$ cat config.mk
export PLATFORM = sky130hd
export DESIGN_NAME = tdm_rx_serializer
export DESIGN_NICKNAME = d
export VERILOG_FILES = /design/src/rtl/tdm_rx_pkg.sv /design/src/rtl/tdm_rx_align.sv /design/src/rtl/tdm_rx_framer.sv /design/src/rtl/tdm_rx_shifter.sv /design/src/rtl/tdm_rx_serializer.sv
export SDC_FILE = /design/constraint.sdc
export NUM_CORES = 1
export LEC_CHECK = 0
export BUFFER_PORTS_ARGS = -buffer_cell sky130_fd_sc_hd__buf_2
export CAP_MARGIN = 25
export CORE_ASPECT_RATIO = 1.25
export CORE_UTILIZATION = 35
export CTS_CLUSTER_DIAMETER = 100
export CTS_CLUSTER_SIZE = 12
export DETAILED_ROUTE_END_ITERATION = 10
export PLACE_DENSITY = 0.53
export SLEW_MARGIN = 10
export SYNTH_ARGS = -nofsm -noshare
export SYNTH_HDL_FRONTEND = slang
export SYNTH_HIERARCHICAL = 1
export SYNTH_SLANG_ARGS = --single-unit
$ cat constraint.sdc
create_clock -name clk_i -period 2.1 [get_ports clk_i]
set_input_delay 0.105 -clock clk_i [delete_from_list [all_inputs] [get_ports clk_i]]
set_output_delay 0.105 -clock clk_i [all_outputs]
set_load 0.02 [all_outputs]
$ cat src/rtl/tdm_rx_pkg.sv
package tdm_rx_pkg;

  localparam int unsigned DEF_SLOTS     = 32;
  localparam int unsigned DEF_ALT_SLOTS = 24;
  localparam int unsigned DEF_SLOT_BITS = 8;
  localparam int unsigned DEF_MUL_LOG   = 3;
  localparam int unsigned DEF_OFF_LO_W  = 8;
  localparam int unsigned DEF_OFF_HI_W  = 3;

  typedef enum logic {
    EDGE_RISE = 1'b0,
    EDGE_FALL = 1'b1
  } edge_e;

endpackage

$ cat src/rtl/tdm_rx_align.sv
module tdm_rx_align #(
  parameter int unsigned OFF_W = 11
) (
  input  logic             clk_i,
  input  logic             rst_ni,
  input  logic             sync_i,
  input  logic [OFF_W-1:0] offset_i,
  output logic             start_o
);

  logic             armed_q, armed_d;
  logic [OFF_W-1:0] dly_q, dly_d;

  always_comb begin
    armed_d = armed_q;
    dly_d   = dly_q;
    if (sync_i) begin
      armed_d = 1'b1;
      dly_d   = offset_i;
    end else if (armed_q) begin
      if (dly_q == '0) begin
        armed_d = 1'b0;
      end else begin
        dly_d = dly_q - OFF_W'(1);
      end
    end
  end

  always_ff @(posedge clk_i or negedge rst_ni) begin
    if (!rst_ni) begin
      armed_q <= 1'b0;
      dly_q   <= '0;
    end else begin
      armed_q <= armed_d;
      dly_q   <= dly_d;
    end
  end

  assign start_o = armed_q && (dly_q == '0);

  AST_ALIGN_RELOAD: assert property (@(posedge clk_i) disable iff (!rst_ni)
    sync_i |=> armed_q && (dly_q == $past(offset_i)));

endmodule

$ cat src/rtl/tdm_rx_framer.sv
module tdm_rx_framer #(
  parameter int unsigned SLOTS     = 32,
  parameter int unsigned ALT_SLOTS = 24,
  parameter int unsigned SLOT_BITS = 8,
  parameter int unsigned PH_W      = 3,
  parameter int unsigned RATE_W    = 2,
  localparam int unsigned BIT_W    = $clog2(SLOT_BITS),
  localparam int unsigned SLOT_W   = $clog2(SLOTS)
) (
  input  logic              clk_i,
  input  logic              rst_ni,
  input  logic              start_i,
  input  logic [RATE_W-1:0] rate_i,
  input  logic              alt_i,
  output logic              run_o,
  output logic [PH_W-1:0]   ph_o,
  output logic [BIT_W-1:0]  bit_o,
  output logic              req_o,
  output logic [SLOT_W-1:0] req_slot_o,
  output logic              req_frame_o
);

  logic              run_q, run_d;
  logic [PH_W-1:0]   ph_q, ph_d;
  logic [BIT_W-1:0]  bit_q, bit_d;
  logic [SLOT_W-1:0] slot_q, slot_d;

  logic [PH_W-1:0]   ph_max;
  logic [SLOT_W-1:0] slot_max;
  logic              ph_last, bit_last, slot_end, frame_end;

  assign ph_max    = PH_W'((32'd1 << rate_i) - 32'd1);
  assign slot_max  = alt_i ? SLOT_W'(ALT_SLOTS - 1) : SLOT_W'(SLOTS - 1);
  assign ph_last   = (ph_q >= ph_max);
  assign bit_last  = (bit_q == BIT_W'(SLOT_BITS - 1));
  assign slot_end  = run_q && ph_last && bit_last;
  assign frame_end = slot_end && (slot_q >= slot_max);

  always_comb begin
    run_d  = run_q;
    ph_d   = ph_q;
    bit_d  = bit_q;
    slot_d = slot_q;
    if (start_i) begin
      run_d  = 1'b1;
      ph_d   = '0;
      bit_d  = '0;
      slot_d = '0;
    end else if (run_q) begin
      if (ph_last) begin
        ph_d = '0;
        if (bit_last) begin
          bit_d  = '0;
          slot_d = frame_end ? '0 : slot_q + SLOT_W'(1);
        end else begin
          bit_d = bit_q + BIT_W'(1);
        end
      end else begin
        ph_d = ph_q + PH_W'(1);
      end
    end
  end

  always_ff @(posedge clk_i or negedge rst_ni) begin
    if (!rst_ni) begin
      run_q  <= 1'b0;
      ph_q   <= '0;
      bit_q  <= '0;
      slot_q <= '0;
    end else begin
      run_q  <= run_d;
      ph_q   <= ph_d;
      bit_q  <= bit_d;
      slot_q <= slot_d;
    end
  end

  assign run_o       = run_q;
  assign ph_o        = ph_q;
  assign bit_o       = bit_q;
  assign req_o       = start_i || slot_end;
  assign req_slot_o  = (start_i || frame_end) ? '0 : slot_q + SLOT_W'(1);
  assign req_frame_o = start_i || frame_end;

  AST_PHASE_WRAP: assert property (@(posedge clk_i) disable iff (!rst_ni)
    run_q && !start_i && ph_last |=> (ph_q == '0));
  AST_FRAME_WRAP: assert property (@(posedge clk_i) disable iff (!rst_ni)
    frame_end && !start_i |=> (slot_q == '0) && (bit_q == '0));
  AST_START_ALIGNS: assert property (@(posedge clk_i) disable iff (!rst_ni)
    start_i |=> run_q && (ph_q == '0) && (bit_q == '0) && (slot_q == '0));

endmodule

$ cat src/rtl/tdm_rx_shifter.sv
module tdm_rx_shifter
  import tdm_rx_pkg::*;
#(
  parameter int unsigned SLOT_BITS = 8,
  parameter int unsigned PH_W      = 3,
  parameter int unsigned RATE_W    = 2,
  localparam int unsigned BIT_W    = $clog2(SLOT_BITS)
) (
  input  logic                 clk_i,
  input  logic                 rst_ni,
  input  logic                 load_i,
  input  logic [SLOT_BITS-1:0] data_i,
  input  logic                 run_i,
  input  logic [PH_W-1:0]      ph_i,
  input  logic [BIT_W-1:0]     bit_i,
  input  logic [RATE_W-1:0]    rate_i,
  input  logic [PH_W-1:0]      sel_i,
  input  edge_e                edge_i,
  output logic                 rise_o,
  output logic                 rdo_o
);

  logic [SLOT_BITS-1:0] byte_q, byte_d;
  logic                 fall_q;
  logic [PH_W-1:0]      ph_max;
  logic [BIT_W-1:0]     pick;
  logic                 sel_ok;

  assign byte_d = load_i ? data_i : byte_q;

  always_ff @(posedge clk_i or negedge rst_ni) begin
    if (!rst_ni) begin
      byte_q <= '0;
    end else begin
      byte_q <= byte_d;
    end
  end

  assign ph_max = PH_W'((32'd1 << rate_i) - 32'd1);
  assign sel_ok = (sel_i <= ph_max) && (ph_i == sel_i);
  assign pick   = BIT_W'(SLOT_BITS - 1) - bit_i;
  assign rise_o = run_i && sel_ok && byte_q[pick];

  always_ff @(negedge clk_i or negedge rst_ni) begin
    if (!rst_ni) begin
      fall_q <= 1'b0;
    end else begin
      fall_q <= rise_o;
    end
  end

  assign rdo_o = (edge_i == EDGE_FALL) ? fall_q : rise_o;

  AST_FALL_TRACKS: assert property (@(posedge clk_i) disable iff (!rst_ni)
    fall_q == rise_o);

endmodule

$ cat src/rtl/tdm_rx_serializer.sv
module tdm_rx_serializer
  import tdm_rx_pkg::*;
#(
  parameter int unsigned SLOTS     = DEF_SLOTS,
  parameter int unsigned ALT_SLOTS = DEF_ALT_SLOTS,
  parameter int unsigned SLOT_BITS = DEF_SLOT_BITS,
  parameter int unsigned MUL_LOG   = DEF_MUL_LOG,
  parameter int unsigned OFF_LO_W  = DEF_OFF_LO_W,
  parameter int unsigned OFF_HI_W  = DEF_OFF_HI_W,
  localparam int unsigned PH_W     = MUL_LOG,
  localparam int unsigned RATE_W   = $clog2(MUL_LOG + 1),
  localparam int unsigned OFF_W    = OFF_LO_W + OFF_HI_W,
  localparam int unsigned BIT_W    = $clog2(SLOT_BITS),
  localparam int unsigned SLOT_W   = $clog2(SLOTS)
) (
  input  logic                 clk_i,
  input  logic                 rst_ni,
  input  logic                 sync_i,
  input  logic [RATE_W-1:0]    cfg_rate_i,
  input  logic [PH_W-1:0]      cfg_sel_i,
  input  logic [OFF_LO_W-1:0]  cfg_off_lo_i,
  input  logic [OFF_HI_W-1:0]  cfg_off_hi_i,
  input  logic                 cfg_alt_i,
  input  logic                 cfg_fall_i,
  input  logic [SLOT_BITS-1:0] data_i,
  output logic                 req_o,
  output logic [SLOT_W-1:0]    req_slot_o,
  output logic                 req_frame_o,
  output logic                 rdo_o
);

  logic              rst_meta_q, rst_q;
  logic              al_start;
  logic              fr_run;
  logic [PH_W-1:0]   fr_ph;
  logic [BIT_W-1:0]  fr_bit;
  logic              sh_rise;
  logic [OFF_W-1:0]  offset;

  always_ff @(posedge clk_i or negedge rst_ni) begin
    if (!rst_ni) begin
      rst_meta_q <= 1'b0;
      rst_q      <= 1'b0;
    end else begin
      rst_meta_q <= 1'b1;
      rst_q      <= rst_meta_q;
    end
  end

  assign offset = {cfg_off_hi_i, cfg_off_lo_i};

  tdm_rx_align #(
    .OFF_W (OFF_W)
  ) u_align (
    .clk_i    (clk_i),
    .rst_ni   (rst_q),
    .sync_i   (sync_i),
    .offset_i (offset),
    .start_o  (al_start)
  );

  tdm_rx_framer #(
    .SLOTS     (SLOTS),
    .ALT_SLOTS (ALT_SLOTS),
    .SLOT_BITS (SLOT_BITS),
    .PH_W      (PH_W),
    .RATE_W    (RATE_W)
  ) u_framer (
    .clk_i       (clk_i),
    .rst_ni      (rst_q),
    .start_i     (al_start),
    .rate_i      (cfg_rate_i),
    .alt_i       (cfg_alt_i),
    .run_o       (fr_run),
    .ph_o        (fr_ph),
    .bit_o       (fr_bit),
    .req_o       (req_o),
    .req_slot_o  (req_slot_o),
    .req_frame_o (req_frame_o)
  );

  tdm_rx_shifter #(
    .SLOT_BITS (SLOT_BITS),
    .PH_W      (PH_W),
    .RATE_W    (RATE_W)
  ) u_shifter (
    .clk_i  (clk_i),
    .rst_ni (rst_q),
    .load_i (req_o),
    .data_i (data_i),
    .run_i  (fr_run),
    .ph_i   (fr_ph),
    .bit_i  (fr_bit),
    .rate_i (cfg_rate_i),
    .sel_i  (cfg_sel_i),
    .edge_i (edge_e'(cfg_fall_i)),
    .rise_o (sh_rise),
    .rdo_o  (rdo_o)
  );

  AST_QUIET_UNTIL_RUN: assert property (@(posedge clk_i) disable iff (!rst_q)
    !fr_run |-> !rdo_o);
  AST_DRIVE_IN_PHASE: assert property (@(posedge clk_i) disable iff (!rst_q)
    sh_rise |-> (fr_ph == cfg_sel_i));
  AST_REQ_PULSE: assert property (@(posedge clk_i) disable iff (!rst_q)
    req_o |=> (!req_o || al_start));
  AST_LOAD_AT_START: assert property (@(posedge clk_i) disable iff (!rst_q)
    req_o |=> fr_run && (fr_ph == '0) && (fr_bit == '0));
  AST_FORCED_SLOT0: assert property (@(posedge clk_i) disable iff (!rst_q)
    al_start |-> req_o && (req_slot_o == '0) && req_frame_o);

endmodule

# Word level (Yosys, flattened, before mapping)
# Index checks and enable logic that the tools add are counted.
[op_classes] mux=23 order_cmp=4 n_shift=1 eq_ne=3 reduce_logical=17 addsub=6
[ops] op="$mux 11" n=3
[ops] op="$mux 5" n=6
[ops] op="$mux 3" n=7
[ops] op="$logic_not 11->1" n=1
[ops] op="$sub 11x1->11 const B" n=1
[ops] op="$reduce_bool 2->1" n=4
[ops] op="$logic_and 1x1->1" n=7
[ops] op="$add 3x1->3 const B" n=2
[ops] op="$add 5x1->5 const B" n=1
[ops] op="$ge 5x5->1" n=1
[ops] op="$mux 1" n=5
[ops] op="$lt 3x4->1 const B" n=1
[ops] op="$mux 4" n=1
[ops] op="$reduce_and 2->1" n=2
[ops] op="$bmux 1 s3" n=1
[ops] op="$eq 3x3->1" n=1
[ops] op="$eq 3x3->1 const B" n=1
[ops] op="$ge 3x3->1" n=1
[ops] op="$le 3x3->1" n=1
[ops] op="$reduce_and 3->1" n=1
[ops] op="$shl 1x2->3 const A" n=1
[ops] op="$sub 3x1->3 const B" n=1
[ops] op="$sub 3x3->3 const A" n=1
[ops] op="$logic_or 1x1->1" n=2
[ops] op="$ne 2x2->1 const B" n=1
[word_totals] wordCells=64 out_inout_bits=8 ff_bits=35 in_bits=29

# Logic depth before layout (Yosys ltp)
[depth] depth_word=11 ltp_mapped=9 mapped_depth_nobuf=8

# By module
# Netlist, hierarchy kept.
[by_module_without_submodules] module="tdm_rx_framer" n_inst=1 area_each_um2=803.3 cells_each=89 seq_area_each_um2=300.3
[by_module_without_submodules] module="tdm_rx_align" n_inst=1 area_each_um2=754.5 cells_each=88 seq_area_each_um2=300.3
[by_module_without_submodules] module="tdm_rx_shifter" n_inst=1 area_each_um2=523.0 cells_each=42 seq_area_each_um2=225.2
[by_module_without_submodules] module="tdm_rx_serializer" n_inst=1 area_each_um2=53.8 cells_each=3 seq_area_each_um2=50.0

==> results.json <==
{
  "clockBufferDepth": 2,
  "setup_viol_count_final": 2,
  "proportion_of_synthesized_flip_flops_having_asynchronous_set_or_reset": 1.00,
  "crit_arrival_ns": 1.48,
  "synth_top_area_share": 0.399,
  "drt-initial-drc-count": 82,
  "fp.dieW_um": 71.9,
  "worst_setup_path_end_kind": "flip-flop",
  "synth_ff_type": "sky130_fd_sc_hd__dfrtp_1",
  "timing.reg2reg.worst_path_depth": 3,
  "yosysWarningCount": 6,
  "synth_seq_cells": 35,
  "yosys-top-cells-count": "sky130_fd_sc_hd__dfrtp_1, sky130_fd_sc_hd__nand2_1, sky130_fd_sc_hd__inv_1",
  "wire_length_of_the_first_global_routing_pass_um": 7800,
  "timing_max_transition_violations_final": 0,
  "via_per_inst": 4.90,
  "tns_ns": -0.194,
  "syn_inst": 222,
  "drt_wl_total_um": 4800,
  "hpwl_um": 3390,
  "avgRoutedWirePerCell_um": 12.9,
  "clock-root-buffer": "sky130_fd_sc_hd__clkbuf_8",
  "dp_worst_setup_slack_ns": -0.282,
  "initial_utilization": 0.364,
  "synth.distinct_cells": 49,
  "fin_total_pwr_mw": 3.22,
  "synth_seq_area_share": 0.410,
  "cp_slowest_stage_delay_ns": 0.50,
  "clock_tree_from_tritoncts": "built",
  "cell_type_of_the_slowest_stage_on_the_worst_timing_path": "sky130_fd_sc_hd__mux4_2",
  "rsz0062_at_grt": "yes",
  "die_h_um": 89.3,
  "cap_viol_max_count": 0,
  "fraction_of_layout_instances_using_a_drive_strength_above_1": 0.399,
  "violations": "setup timing",
  "dp_cells": 355,
  "cp_num_buf_inv": 0,
  "syn_nets": 263,
  "cp_top_family": "multiplexers",
  "post_synth.cell_area_avg_um2": 9.62,
  "power.static_leakage_nw": 1.31,
  "post-route-worst-setup-slack_ns": -0.113,
  "areaGrowthSynthToFinish_pct": 36.2,
  "synth_edf_count": 0,
  "detailed_router_iteration_count_before_antenna_repair": 4,
  "timing.critical_path.required_ns": 1.36,
  "grt_start_max_net_pins": 33,
  "final_hold_viol_count": 0,
  "netlist.top_cell.by_area": "sky130_fd_sc_hd__dfrtp_1",
  "cts.sinks": 35,
  "clock_latency_ns": 0.29,
  "syn_area_um2": 2130,
  "synth_most_common_cell": "sky130_fd_sc_hd__dfrtp_1",
  "category_of_the_critical_setup_timing_path": "reg -> reg",
  "pwr_density_cell_nw_per_um2": 1110,
  "vias_in_the_first_global_route": 1699,
  "final_net_count": 331,
  "finish.instance_area_um2": 2910,
  "hold_path.class": "in -> reg",
  "critPathMaxFanout": 5,
  "netlist_top_cells_area": "sky130_fd_sc_hd__dfrtp_1, sky130_fd_sc_hd__ha_1, sky130_fd_sc_hd__mux2_2, sky130_fd_sc_hd__nand2_1, sky130_fd_sc_hd__a21oi_1",
  "track_usage": 0.159,
  "via_count": 1829,
  "number_of_fill_cells": 567,
  "route.detailed.drc": 0,
  "cts_buf_count": 5,
  "antenna_left": 0,
  "count_of_standard_cell_rows": 31,
  "fin_util": 0.496,
  "outcome": "finished, violations left",
  "cp_cell_sequence": "mux2i_1 > mux4_2 > nor3_2",
  "gp_congestion": 0.810,
  "startpoint_type": "flip-flop",
  "placeableCoreArea_um2": 5860,
  "antenna_found_initial": 0,
  "clk_pin_slew_worst_paths_ns": 0.08,
  "cts_htree_levels": 2,
  "min_delay_path_depth": 2,
  "port_buffers": 36,
  "die_area_um2": 6420,
  "placed_cell_area_um2": 2580,
  "vdd_drop_max_uv": 511,
  "grt.overflow.total": 0,
  "finish.cell_count_without_fillers": 373,
  "timing.hold.ws_ns": 0.0226,
  "antenna-diode-count": 0,
  "fin_worst_skew_ns": 0.0121,
  "cp_num_cells": 3,
  "num_io_pins": 37
}
cells by family after synthesis:
family | synth area share
AND/OR/NAND/NOR | 0.179
AO/OA/AOI/OAI | 0.179
flip-flops | 0.410
buffers and inverters | 0.0504
multiplexers | 0.0809
adder cells (fa/ha/maj) | 0.0703
XOR/XNOR | 0.0287
other | 0.00176
layout make-up:
cell class | count | area (µm²) | area share
multi-input combinational | 161 | 1230 | 0.423
sequential | 35 | 880 | 0.302
timing repair buffer | 71 | 500 | 0.172
tap | 82 | 103 | 0.0353
clock buffer | 5 | 68.8 | 0.0237
clock inverter | 3 | 67.6 | 0.0232
inverter | 16 | 60.1 | 0.0207
power by group:
group | switching [mW] | leakage, nW | internal [mW]
clock | 0.253 | 0.0644 | 0.474
sequential | 0.177 | 0.404 | 0.878
combinational | 0.689 | 0.841 | 0.748
worst reg2reg max path, cell delays in order, from the launching register on:
cell,delay [ns]
sky130_fd_sc_hd__dfrtp_2,0.46
sky130_fd_sc_hd__mux2i_1,0.13
sky130_fd_sc_hd__mux4_2,0.50
sky130_fd_sc_hd__nor3_2,0.11
state kept, by name (all words and copies together), names as in the netlist:
name and count:
u_align/dly_q 11, u_shifter/byte_q 8, u_framer/slot_q 5, u_framer/bit_o 3, u_framer/ph_o 3, rst_meta_q 1, rst_q 1, u_align/armed_q 1
u_framer/run_o 1, u_shifter/fall_q 1
layout by cell type, fill, tap and decap left out, types with 5 or more instances in the layout:
master	count
sky130_fd_sc_hd__o21ai_0	8
sky130_fd_sc_hd__nand2_1	22
sky130_fd_sc_hd__ha_1	9
sky130_fd_sc_hd__buf_6	8
sky130_fd_sc_hd__nor2_1	11
sky130_fd_sc_hd__clkbuf_8	5
sky130_fd_sc_hd__xnor2_1	6
sky130_fd_sc_hd__buf_4	30
sky130_fd_sc_hd__inv_1	12
sky130_fd_sc_hd__a21oi_1	12
sky130_fd_sc_hd__o211ai_1	7
sky130_fd_sc_hd__buf_2	31
sky130_fd_sc_hd__mux2i_1	6
sky130_fd_sc_hd__mux2_2	8
sky130_fd_sc_hd__nand3_1	10
sky130_fd_sc_hd__dfrtp_1	31
per-layer routing:
metal  global-route usage  up-vias  wire length (µm)
met3               0.0304        2               180
met1                0.192      862              2070
met4               0.0535        0                35
met2                0.284       31              2510
li1                     -      934                 -
met5                    0        -                 0
path summary, 6_finish.rpt:
path,start,to,slack (ns)
worst max-delay path,u_framer/bit_o[1]$_DFFE_PN0P_,u_shifter/fall_q$_DFF_NN0_,-0.11
worst min-delay path,cfg_off_hi_i[2],u_align/dly_q[10]$_DFFE_PN0P_,0.02
worst max register to register,u_framer/bit_o[1]$_DFFE_PN0P_,u_shifter/fall_q$_DFF_NN0_,-0.11
worst min register to register,rst_meta_q$_DFF_PN0_,rst_q$_DFF_PN0_,0.35
max in group asynchronous,rst_q$_DFF_PN0_,u_shifter/fall_q$_DFF_NN0_,0.96
min in group asynchronous,rst_ni,rst_meta_q$_DFF_PN0_,0.14
what timing repair did:
item	CTS	global route
setup endpoints to repair	21	17
hold endpoints to repair	2	0
hold buffers	1	0
pin swaps	4	5
buffers inserted	4	7
cloned	0	0
gates resized for setup	13	21
Power figures use the tool's default switching activity.
